$ cat src/rtl/dmard_pkg.sv
package dmard_pkg;

  // Sequencer phases: waiting for a command, requesting bursts,
  // waiting for the last word of the command to leave the stream.
  typedef enum logic [1:0] {
    RD_IDLE  = 2'd0,
    RD_ISSUE = 2'd1,
    RD_DRAIN = 2'd2
  } rd_state_e;

  // Bit positions of the side flags stored next to each data word.
  localparam int TAG_SOP  = 0;
  localparam int TAG_EOP  = 1;
  localparam int TAG_LAST = 2;
  localparam int TAG_W    = 3;

endpackage

$ cat src/rtl/dmard_retbuf.sv
module dmard_retbuf #(
  parameter int WIDTH = 35,
  parameter int DEPTH = 16,
  localparam int CNT_W = $clog2(DEPTH + 1)
) (
  input  logic             clk,
  input  logic             rst_n,
  input  logic             wr_en,
  input  logic [WIDTH-1:0] wr_data,
  input  logic             rd_en,
  output logic [WIDTH-1:0] rd_data,
  output logic             not_empty,
  output logic             full,
  output logic [CNT_W-1:0] count
);

  localparam int PTR_W = (DEPTH > 1) ? $clog2(DEPTH) : 1;
  localparam logic [PTR_W-1:0] PTR_LAST = PTR_W'(DEPTH - 1);

  logic [WIDTH-1:0] mem_q [DEPTH];
  logic [PTR_W-1:0] wr_ptr_q, wr_ptr_d;
  logic [PTR_W-1:0] rd_ptr_q, rd_ptr_d;
  logic [CNT_W-1:0] cnt_q, cnt_d;
  logic             do_wr, do_rd;

  assign do_wr = wr_en;
  assign do_rd = rd_en && (cnt_q != '0);

  always_comb begin
    wr_ptr_d = wr_ptr_q;
    rd_ptr_d = rd_ptr_q;
    cnt_d    = cnt_q;
    if (do_wr) begin
      wr_ptr_d = (wr_ptr_q == PTR_LAST) ? '0 : wr_ptr_q + 1'b1;
    end
    if (do_rd) begin
      rd_ptr_d = (rd_ptr_q == PTR_LAST) ? '0 : rd_ptr_q + 1'b1;
    end
    case ({do_wr, do_rd})
      2'b10:   cnt_d = cnt_q + 1'b1;
      2'b01:   cnt_d = cnt_q - 1'b1;
      default: cnt_d = cnt_q;
    endcase
  end

  always_ff @(posedge clk or negedge rst_n) begin
    if (!rst_n) begin
      wr_ptr_q <= '0;
      rd_ptr_q <= '0;
      cnt_q    <= '0;
    end else begin
      wr_ptr_q <= wr_ptr_d;
      rd_ptr_q <= rd_ptr_d;
      cnt_q    <= cnt_d;
    end
  end

  // Storage array carries no reset; only written slots are ever read.
  always_ff @(posedge clk) begin
    if (do_wr) begin
      mem_q[wr_ptr_q] <= wr_data;
    end
  end

  assign rd_data   = mem_q[rd_ptr_q];
  assign not_empty = (cnt_q != '0);
  assign full      = (cnt_q == CNT_W'(DEPTH));
  assign count     = cnt_q;

endmodule

$ cat src/rtl/dmard_credit.sv
module dmard_credit #(
  parameter int DEPTH   = 16,
  parameter int BURST_W = 4,
  localparam int CNT_W  = $clog2(DEPTH + 1)
) (
  input  logic               clk,
  input  logic               rst_n,
  input  logic               issue_fire,
  input  logic [BURST_W-1:0] issue_len,
  input  logic               beat_in,
  input  logic [CNT_W-1:0]   stored,
  output logic [CNT_W-1:0]   owed,
  output logic [CNT_W-1:0]   free_words
);

  logic [CNT_W-1:0] owed_q, owed_d;
  logic [CNT_W-1:0] add_w;
  logic [CNT_W-1:0] sub_w;

  assign add_w = issue_fire ? CNT_W'(issue_len) : '0;
  assign sub_w = beat_in ? CNT_W'(1) : '0;

  always_comb begin
    owed_d = owed_q + add_w - sub_w;
  end

  always_ff @(posedge clk or negedge rst_n) begin
    if (!rst_n) begin
      owed_q <= '0;
    end else begin
      owed_q <= owed_d;
    end
  end

  assign owed       = owed_q;
  assign free_words = CNT_W'(DEPTH) - stored - owed_q;

endmodule

$ cat src/rtl/dmard_tagger.sv
module dmard_tagger #(
  parameter int LEN_W = 16
) (
  input  logic             clk,
  input  logic             rst_n,
  input  logic             load,
  input  logic [LEN_W-1:0] load_words,
  input  logic             load_pkt,
  input  logic             beat_in,
  output logic             tag_sop,
  output logic             tag_eop,
  output logic             tag_last
);

  logic [LEN_W-1:0] seen_q, seen_d;
  logic [LEN_W-1:0] total_q, total_d;
  logic             pkt_q, pkt_d;
  logic             at_end;

  always_comb begin
    seen_d  = seen_q;
    total_d = total_q;
    pkt_d   = pkt_q;
    if (load) begin
      seen_d  = '0;
      total_d = load_words;
      pkt_d   = load_pkt;
    end else if (beat_in) begin
      seen_d = seen_q + 1'b1;
    end
  end

  always_ff @(posedge clk or negedge rst_n) begin
    if (!rst_n) begin
      seen_q  <= '0;
      total_q <= '0;
      pkt_q   <= 1'b0;
    end else begin
      seen_q  <= seen_d;
      total_q <= total_d;
      pkt_q   <= pkt_d;
    end
  end

  assign at_end   = (seen_q == total_q - 1'b1);
  assign tag_sop  = pkt_q && (seen_q == '0);
  assign tag_eop  = pkt_q && at_end;
  assign tag_last = at_end;

endmodule

$ cat src/rtl/dmard_issue.sv
module dmard_issue
  import dmard_pkg::*;
#(
  parameter int ADDR_W    = 32,
  parameter int LEN_W     = 16,
  parameter int MAX_BURST = 8,
  parameter int BYTES     = 4,
  parameter int BURST_W   = 4,
  parameter int CNT_W     = 5
) (
  input  logic               clk,
  input  logic               rst_n,
  input  logic               cmd_empty,
  input  logic [ADDR_W-1:0]  cmd_addr,
  input  logic [LEN_W-1:0]   cmd_len,
  input  logic               cmd_incr,
  input  logic [CNT_W-1:0]   free_words,
  input  logic               mm_waitrequest,
  input  logic               last_out,
  output logic               cmd_rd,
  output logic [LEN_W-1:0]   load_words,
  output logic               mm_read,
  output logic [ADDR_W-1:0]  mm_address,
  output logic [BURST_W-1:0] mm_burstcount,
  output logic               fire,
  output logic               done_pulse,
  output logic [LEN_W-1:0]   done_bytes
);

  localparam int SHIFT = $clog2(BYTES);
  localparam logic [LEN_W-1:0] MAXB_L = LEN_W'(MAX_BURST);

  rd_state_e         state_q, state_d;
  logic [ADDR_W-1:0] addr_q, addr_d;
  logic [LEN_W-1:0]  left_q, left_d;
  logic [LEN_W-1:0]  len_q, len_d;
  logic              incr_q, incr_d;
  logic              done_q, done_d;
  logic [LEN_W:0]    len_round;
  logic [BURST_W-1:0] burst_sel;
  logic              room;

  // Whole words covered by the head command, rounded up.
  assign len_round  = {1'b0, cmd_len} + (LEN_W + 1)'(BYTES - 1);
  assign load_words = LEN_W'(len_round >> SHIFT);

  assign burst_sel = (left_q > MAXB_L) ? BURST_W'(MAX_BURST) : BURST_W'(left_q);
  assign room      = (free_words >= CNT_W'(burst_sel));

  assign cmd_rd  = (state_q == RD_IDLE) && !cmd_empty;
  assign mm_read = (state_q == RD_ISSUE) && (left_q != '0) && room;
  assign fire    = mm_read && !mm_waitrequest;

  always_comb begin
    state_d = state_q;
    addr_d  = addr_q;
    left_d  = left_q;
    len_d   = len_q;
    incr_d  = incr_q;
    done_d  = 1'b0;
    case (state_q)
      RD_IDLE: begin
        if (cmd_rd) begin
          addr_d  = cmd_addr;
          left_d  = load_words;
          len_d   = cmd_len;
          incr_d  = cmd_incr;
          state_d = RD_ISSUE;
        end
      end
      RD_ISSUE: begin
        if (left_q == '0) begin
          done_d  = 1'b1;
          state_d = RD_IDLE;
        end else if (fire) begin
          left_d = left_q - LEN_W'(burst_sel);
          if (incr_q) begin
            addr_d = addr_q + (ADDR_W'(burst_sel) << SHIFT);
          end
          if (left_q == LEN_W'(burst_sel)) begin
            state_d = RD_DRAIN;
          end
        end
      end
      RD_DRAIN: begin
        if (last_out) begin
          done_d  = 1'b1;
          state_d = RD_IDLE;
        end
      end
      default: state_d = RD_IDLE;
    endcase
  end

  always_ff @(posedge clk or negedge rst_n) begin
    if (!rst_n) begin
      state_q <= RD_IDLE;
      addr_q  <= '0;
      left_q  <= '0;
      len_q   <= '0;
      incr_q  <= 1'b0;
      done_q  <= 1'b0;
    end else begin
      state_q <= state_d;
      addr_q  <= addr_d;
      left_q  <= left_d;
      len_q   <= len_d;
      incr_q  <= incr_d;
      done_q  <= done_d;
    end
  end

  assign mm_address    = addr_q;
  assign mm_burstcount = burst_sel;
  assign done_pulse    = done_q;
  assign done_bytes    = len_q;

endmodule

$ cat src/rtl/dmard_read_engine.sv
module dmard_read_engine
  import dmard_pkg::*;
#(
  parameter int ADDR_W    = 32,
  parameter int DATA_W    = 32,
  parameter int LEN_W     = 16,
  parameter int MAX_BURST = 8,
  localparam int BURST_W  = $clog2(MAX_BURST + 1)
) (
  input  logic               clk,
  input  logic               rst_n,
  input  logic               cmd_empty,
  input  logic [ADDR_W-1:0]  cmd_addr,
  input  logic [LEN_W-1:0]   cmd_len,
  input  logic               cmd_incr,
  input  logic               cmd_pkt,
  output logic               cmd_rd,
  output logic               mm_read,
  output logic [ADDR_W-1:0]  mm_address,
  output logic [BURST_W-1:0] mm_burstcount,
  input  logic               mm_waitrequest,
  input  logic [DATA_W-1:0]  mm_readdata,
  input  logic               mm_readdatavalid,
  output logic [DATA_W-1:0]  out_data,
  output logic               out_valid,
  input  logic               out_ready,
  output logic               out_sop,
  output logic               out_eop,
  output logic               done_pulse,
  output logic [LEN_W-1:0]   done_bytes
);

  localparam int BYTES  = DATA_W / 8;
  localparam int DEPTH  = 2 * MAX_BURST;
  localparam int CNT_W  = $clog2(DEPTH + 1);
  localparam int ENTRY_W = DATA_W + TAG_W;

  logic [CNT_W-1:0]   buf_count;
  logic [CNT_W-1:0]   outstanding;
  logic [CNT_W-1:0]   free_words;
  logic               buf_full;
  logic               buf_wr;
  logic               buf_rd;
  logic [ENTRY_W-1:0] wr_entry;
  logic [ENTRY_W-1:0] rd_entry;
  logic               issue_fire;
  logic [LEN_W-1:0]   load_words;
  logic               tag_sop, tag_eop, tag_last;
  logic               last_out;

  dmard_issue #(
    .ADDR_W(ADDR_W), .LEN_W(LEN_W), .MAX_BURST(MAX_BURST),
    .BYTES(BYTES), .BURST_W(BURST_W), .CNT_W(CNT_W)
  ) u_issue (
    .clk            (clk),
    .rst_n          (rst_n),
    .cmd_empty      (cmd_empty),
    .cmd_addr       (cmd_addr),
    .cmd_len        (cmd_len),
    .cmd_incr       (cmd_incr),
    .free_words     (free_words),
    .mm_waitrequest (mm_waitrequest),
    .last_out       (last_out),
    .cmd_rd         (cmd_rd),
    .load_words     (load_words),
    .mm_read        (mm_read),
    .mm_address     (mm_address),
    .mm_burstcount  (mm_burstcount),
    .fire           (issue_fire),
    .done_pulse     (done_pulse),
    .done_bytes     (done_bytes)
  );

  dmard_credit #(
    .DEPTH(DEPTH), .BURST_W(BURST_W)
  ) u_credit (
    .clk        (clk),
    .rst_n      (rst_n),
    .issue_fire (issue_fire),
    .issue_len  (mm_burstcount),
    .beat_in    (mm_readdatavalid),
    .stored     (buf_count),
    .owed       (outstanding),
    .free_words (free_words)
  );

  dmard_tagger #(
    .LEN_W(LEN_W)
  ) u_tagger (
    .clk        (clk),
    .rst_n      (rst_n),
    .load       (cmd_rd),
    .load_words (load_words),
    .load_pkt   (cmd_pkt),
    .beat_in    (mm_readdatavalid),
    .tag_sop    (tag_sop),
    .tag_eop    (tag_eop),
    .tag_last   (tag_last)
  );

  assign buf_wr = mm_readdatavalid;
  always_comb begin
    wr_entry                   = '0;
    wr_entry[DATA_W-1:0]       = mm_readdata;
    wr_entry[DATA_W + TAG_SOP]  = tag_sop;
    wr_entry[DATA_W + TAG_EOP]  = tag_eop;
    wr_entry[DATA_W + TAG_LAST] = tag_last;
  end

  dmard_retbuf #(
    .WIDTH(ENTRY_W), .DEPTH(DEPTH)
  ) u_retbuf (
    .clk       (clk),
    .rst_n     (rst_n),
    .wr_en     (buf_wr),
    .wr_data   (wr_entry),
    .rd_en     (buf_rd),
    .rd_data   (rd_entry),
    .not_empty (out_valid),
    .full      (buf_full),
    .count     (buf_count)
  );

  assign buf_rd   = out_valid && out_ready;
  assign out_data = rd_entry[DATA_W-1:0];
  assign out_sop  = rd_entry[DATA_W + TAG_SOP];
  assign out_eop  = rd_entry[DATA_W + TAG_EOP];
  assign last_out = buf_rd && rd_entry[DATA_W + TAG_LAST];

endmodule

$ cat config.mk
export PLATFORM = sky130hd
export DESIGN_NAME = dmard_read_engine
export DESIGN_NICKNAME = d
export VERILOG_FILES = /design/src/rtl/dmard_pkg.sv /design/src/rtl/dmard_retbuf.sv /design/src/rtl/dmard_credit.sv /design/src/rtl/dmard_tagger.sv /design/src/rtl/dmard_issue.sv /design/src/rtl/dmard_read_engine.sv
export SDC_FILE = /design/constraint.sdc
export NUM_CORES = 1
export LEC_CHECK = 0
export BUFFER_PORTS_ARGS = -buffer_cell sky130_fd_sc_hd__clkbuf_2
export CORE_MARGIN = 4
export CORE_UTILIZATION = 58
export DETAILED_ROUTE_END_ITERATION = 10
export HOLD_SLACK_MARGIN = 0.05
export PLACE_DENSITY = 0.83
export SYNTH_ARGS = -nofsm -noshare
export SYNTH_HDL_FRONTEND = slang
export SYNTH_SLANG_ARGS = --single-unit
$ cat constraint.sdc
create_clock -name clk -period 11.4 [get_ports clk]
set_input_delay 0.57 -clock clk [delete_from_list [all_inputs] [get_ports clk]]
set_output_delay 0.57 -clock clk [all_outputs]
set_load 0.03 [all_outputs]
## Word-level counts from Yosys, hierarchy flattened

Memories as Yosys holds them, arrays and structs flattened.
Index checks and enable logic that the tools add are counted.

- Register bits after elaboration: 118
- Bits in latches: 0
- Memory bits (writable): 560
- Bits in read-only memories: 0
- Input bits: 88
- Output and inout port bits: 90
- Logic and storage cells: 95
- Memories kept: 1

Memories:

| memory | words | width | rd ports | clocked after Yosys merged registers in | write ports | line | RTL |
|---|---|---|---|---|---|---|---|
| u_retbuf.mem_q | 16 | 35 | 1 | 0 | 1 | dmard_retbuf.sv:20 | `logic [WIDTH-1:0] mem_q [DEPTH];` |

- Add/sub/neg operators: 13
- $mul: 0
- Divide/modulo/power cells: 0
- Order comparisons: 2
- Eq/ne operators: 15
- Shift operators: 0
- Mux-type cells: 28
- Bitwise operators: 0
- Reduce and logical (&&, ||, !) cells: 23

Operators by type and width:

| cell | number |
|---|---|
| two-way mux 32 bit | 4 |
| two-way mux 16 bit | 5 |
| one-hot mux 32 bit (2 select lines) | 1 |
| adder 32 x 6 -> 32 bit | 1 |
| zero test 16 bit | 2 |
| one-hot mux 16 bit (2 select lines) | 1 |
| adder 16 x 2 -> 17 bit (second input constant) | 1 |
| adder 16 x 1 -> 16 bit (second input constant) | 1 |
| == test 16 bit | 1 |
| == test 16 x 4 -> 1 bit | 1 |
| greater-than comparator 16 x 4 -> 1 bit (second input constant) | 1 |
| two-way mux 4 bit | 4 |
| nonzero test 16 bit | 1 |
| subtractor 15 x 1 -> 16 bit (second input constant) | 1 |
| subtractor 16 x 4 -> 16 bit | 1 |
| two-way mux 2 bit | 5 |
| one-hot mux 5 bit (2 select lines) | 1 |
| subtractor 5 bit | 2 |
| logical AND 1 bit | 9 |
| adder 4 x 1 -> 4 bit (second input constant) | 2 |
| == test 4 bit (second input constant) | 2 |
| AND reduction 4 bit | 2 |
| != test 2 bit (second input constant) | 3 |
| one-hot mux 2 bit (3 select lines) | 1 |
| other kinds (18) | 28 |

## Depth between registers and ports, before layout

- Depth in word-level cells: 8
- Depth in mapped cells: 18
- Mapped depth without buffers: 18

## By module

A second synthesis with hierarchy kept.

- Cell total of the unflattened synthesis: 1738
- Area, all modules: 28857.7 um^2

Modules (own cells, without submodules):

| module | times used | cells an instance | area each (um^2) | sequential area each (um^2) |
|---|---|---|---|---|
| dmard_retbuf | 1 | 964 | 21782.1 | 17141.4 |
| dmard_issue | 1 | 502 | 4508.1 | 1701.6 |
| dmard_tagger | 1 | 208 | 1993.2 | 825.8 |
| dmard_credit | 1 | 62 | 561.8 | 125.1 |
| dmard_read_engine | 1 | 2 | 12.5 | 0.0 |

## Least setup slack after synthesis

Ideal clock, no wire load.

- Kind: input to register
- Start: in mm_readdatavalid
- End: mem u_retbuf.mem_q[11][0] (enable)
- Library setup time: 0.478 ns
- Data arrival time: 3.906 ns
- Required time: 10.922 ns
- Setup slack: 7.015 ns
- Cell stages on the path: 4
- Buffers on the path: 2
- Cell sequence: clkbuf_1 > clkbuf_1 > nand2_1 > nor3b_1

- Cells in the longest elaborated chain, start to end: 2

RTL lines:

| item | line | RTL |
|---|---|---|
| from (decl) | dmard_read_engine.sv:23 | `input logic mm_readdatavalid,` |
| two-way mux 1 bit | dmard_retbuf.sv:60 | `if (do_wr) begin` |
| two-way mux 1 bit (not written as such) | dmard_retbuf.sv:61 | `mem_q[wr_ptr_q] <= wr_data;` |
| to (decl) | dmard_retbuf.sv:20 |  |

Every way passes these cells.

## Final worst setup path

- Start: reg u_retbuf.rd_ptr_q[1]
- End: out out_data[2]

- Cells in the longest elaborated chain, start to end: 1

RTL lines:

| item | line | RTL |
|---|---|---|
| from (decl) | dmard_retbuf.sv:22 | `logic [PTR_W-1:0] rd_ptr_q, rd_ptr_d;` |
| from (signal assigned) | dmard_retbuf.sv:53 | `rd_ptr_q <= rd_ptr_d;` |
| memory (16 x 35 bit) | -- |  |
| to (decl) | dmard_read_engine.sv:24 | `output logic [DATA_W-1:0] out_data,` |

Every way passes these cells.

==> impl_metrics.csv <==
group,metric,value,unit
route,wire_per_inst,24.0,um
power,net-switching-power,0.00341,W
setup_path,critical_path.endpoint_type,"output port",
timing,maxSlewHeadroom,19.4,%
route,detailed_route_via_count,18149,
placed_design,port_buffers,177,
layout,final_cell_count_no_fill,2842,
synthesis,ys_seq_area_share,67.8,%
clocking,cts_hold_repair.buffers,0,
synthesis,ys_top_cells_by_count,"560 x sky130_fd_sc_hd__edfxtp_1, 187 x sky130_fd_sc_hd__nand2_1, 118 x sky130_fd_sc_hd__dfrtp_1",
route,route.detailed.vias_per_inst,6.39,
clocking,clk_pin_slew,0.06,ns
layout,num-nets-final,2257,
grt,grt_antenna_before_repair,3,
timing,hold_viol,0,
placed_design,gpl.final_weighted_congestion,0.887,
synthesis,post-synth-top-count-cell,"sky130_fd_sc_hd__edfxtp_1",
floorplan,die_width,232,um
setup_path,critical_path_class,"reg2out",
route,drt_drc_violations_left,0,
floorplan,chipHeight,232,um
timing,finalWorstPathRequiredPeriod,4.68,ns
floorplan,floorplan.rows,81,
clocking,post_cts.repair.setup_buffers,0,
power,power.share.combinational,36.9,%
synthesis,synth.ff_latch_count,678,
timing,report.final.setup_viol,0,
synthesis,synth_area_leader_cell,"sky130_fd_sc_hd__edfxtp_1",
timing,report.final.slew_viol_count,0,
clocking,clock_insertion_delay_worst_skew,0.61,ns
placed_design,dpl_worst_slack,6.94,ns
job,cap_viol_max_count,0,
placed_design,place.detailed.hpwl,38600,um
floorplan,die_area,0.0539,mm2
min_path,min-delay-path-class,"in2async",
power,switching_share,37.8,%
layout,areaGrowthSynthToFinish,13.1,%
synthesis,synth_top_area_share,57.7,%
clocking,clk_root_buffer_cell,"sky130_fd_sc_hd__clkbuf_16",
grt,grt_pass1_vias,18277,
layout,post-route-util,66.9,%
floorplan,boundaryPins,178,
grt,grt_first_pass_wirelength,105000,um
power,intPower,0.00560,W
route,drt_iter0_markers,2190,
setup_path,cp_data_arrival_time,4.11,ns
timing,final_worst_hold_slack,0.0449,ns
timing,layout_worst_path_cycle_share,41.1,%
synthesis,netlist_area,0.0291,mm2
synthesis,ys_dominant_reg_cell,"sky130_fd_sc_hd__edfxtp_1",
power,vdd_drop_max,214,uV
synthesis,synth.distinct_cells,79,
grt,grt.total_usage,25.2,%
grt,grt_start_max_net_pins,107,
placed_design,dp_cells,2717,
clocking,clk_path_buf_depth,3,
power,p_seq_share,37.7,%
route,finalWirelength,68100,um
grt,grt_remaining_overflow,0,
synthesis,synthesis.instances,1953,
clocking,clock_tree_from_tritoncts,"yes",
clocking,clock_sink_count,678,
synthesis,postSynthNetCount,2086,
clocking,cts_made_buffers,69,
setup_path,cp.required,10.83,ns
clocking,h-tree-depth,3,
synthesis,yosys-top-cells-area,"sky130_fd_sc_hd__edfxtp_1 58%, sky130_fd_sc_hd__dfrtp_1 10%, sky130_fd_sc_hd__mux4_2 5.6%",
power,power.share.clock,25.4,%
route,antenna_violating_nets_post_route,0,
timing,timing.fmax,214,MHz
layout,layout-drive-gt1-share,20.4,%
timing,finalSetupTns,0,ns
route,dr.pass1.iters,5,
synthesis,synth-warning-count,0,
synthesis,synth_enable_flop_cells,560,
timing,timing_worst_slew_pin_value,1.20,ns
timing,post-route-worst-setup-slack,6.72,ns
timing,setup_repair_after_global_routing_missed_its_margin,"no",
power,p_leak,12.1,nW
synthesis,synthArstFlopShare,17.4,%
layout,fillerInstances,3222,
synthesis,syn_avg_cell_area,14.9,um2
timing,finClkSkew,0.0208,ns
outcome,status,"finished, final reports clean",
setup_path,setup.worst_path.start_class,"flip-flop",
floorplan,floorplan.initialDensity,59.2,%
power,power.density_cell_area,273,mW/mm2
clocking,post_cts_resized,0,
floorplan,core_area,0.0493,mm2
setup_path,cp_max_fo,63,
## per-layer routing
layer	routed length, um	track usage, %
met1	26000	33.4
met2	34300	42.4
met4	2300	9.00
met5	23	0
met3	5590	4.62
## power groups by stage
stage | Sequential, W | Combinational (W) | Clock, W
after floorplan | 0.00342 | 0.00235 | 0
after CTS | 0.00339 | 0.00332 | 0.00231
after global placement | 0.00340 | 0.00318 | 0
final | 0.00339 | 0.00332 | 0.00229
after detailed placement | 0.00343 | 0.00328 | 0
after global routing | 0.00343 | 0.00358 | 0.00243
## layout by cell type, fill, tap and decap left out, types with 41 or more instances in the layout
cell	n
sky130_fd_sc_hd__a21oi_1	70
sky130_fd_sc_hd__clkbuf_16	69
sky130_fd_sc_hd__clkbuf_2	176
sky130_fd_sc_hd__dfrtp_1	115
sky130_fd_sc_hd__edfxtp_1	560
sky130_fd_sc_hd__ha_1	41
sky130_fd_sc_hd__inv_1	54
sky130_fd_sc_hd__mux2i_1	114
sky130_fd_sc_hd__mux4_2	72
sky130_fd_sc_hd__nand2_1	187
sky130_fd_sc_hd__nor2_1	65
sky130_fd_sc_hd__o21ai_0	108
## kinds of logic after synthesis
| group | synth area share, % |
|---|---|
| flip-flops | 67.8 |
| adder cells (fa/ha/maj) | 2.04 |
| buffers and inverters | 2.18 |
| XOR/XNOR | 1.91 |
| multiplexers | 10.6 |
| AND/OR/NAND/NOR | 7.18 |
| other | 0.0129 |
| AO/OA/AOI/OAI | 8.20 |
## through the flow
step | cell area [um2] | total power (W)
final | 33000 | 0.00901
after global routing | 33000 | 0.00944
after CTS | 33000 | 0.00902
after detailed placement | 30700 | 0.00671
after global placement | 30700 | 0.00658
after floorplan | 29100 | 0.00577
## layout make-up
cell class	instances	area (um2)	area share, %
well taps	664	831	2.52
clock inverters	41	487	1.48
repair buffers	202	1090	3.30
multi-input cells	1119	8790	26.7
flip-flops and latches	678	19800	60.0
inverters	54	203	0.615
clock buffers	83	1790	5.43
diodes	1	2.50	0.00759
## path summary, 6_finish.rpt
| path | slack [ns] | cells past startpoint | from | to |
|---|---|---|---|---|
| min reg2reg | 0.49 | 2 | u_issue.done_bytes[14] | u_issue.done_bytes[14] |
| max in group asynchronous | 10.08 | 2 | rst_n | u_tagger.seen_q[0] |
| max reg2reg | 6.80 | 16 | u_issue.left_q[7] | u_credit.owed[4] |
| min in group clk | 0.16 | 3 | cmd_pkt | u_tagger.pkt_q |
| max | 6.72 | 6 | u_retbuf.rd_ptr_q[1] | out_data[2] |
| min | 0.04 | 1 | rst_n | u_issue.mm_address[14] |
## critical path, cell delays in order, from the launching register on
cell and delay, ns:
sky130_fd_sc_hd__dfrtp_4 0.59, sky130_fd_sc_hd__buf_4 0.81, sky130_fd_sc_hd__and2_2 1.09, sky130_fd_sc_hd__a221oi_1 0.34
sky130_fd_sc_hd__a22oi_1 0.31, sky130_fd_sc_hd__nand2_1 0.08, sky130_fd_sc_hd__clkbuf_2 0.23
## registers in the layout, summed over array words and instances, names as in the netlist
name / cells
u_credit.owed: 5
u_issue.done_bytes: 16
u_issue.done_pulse: 1
u_issue.incr_q: 1
u_issue.left_q: 16
u_issue.mm_address: 32
u_issue.state_q: 2
u_retbuf.count: 5
u_retbuf.mem_q: 560
u_retbuf.rd_ptr_q: 4
u_retbuf.wr_ptr_q: 4
u_tagger.pkt_q: 1
u_tagger.seen_q: 16
u_tagger.total_q: 15
Note: power is estimated with default switching activity, not from simulation.
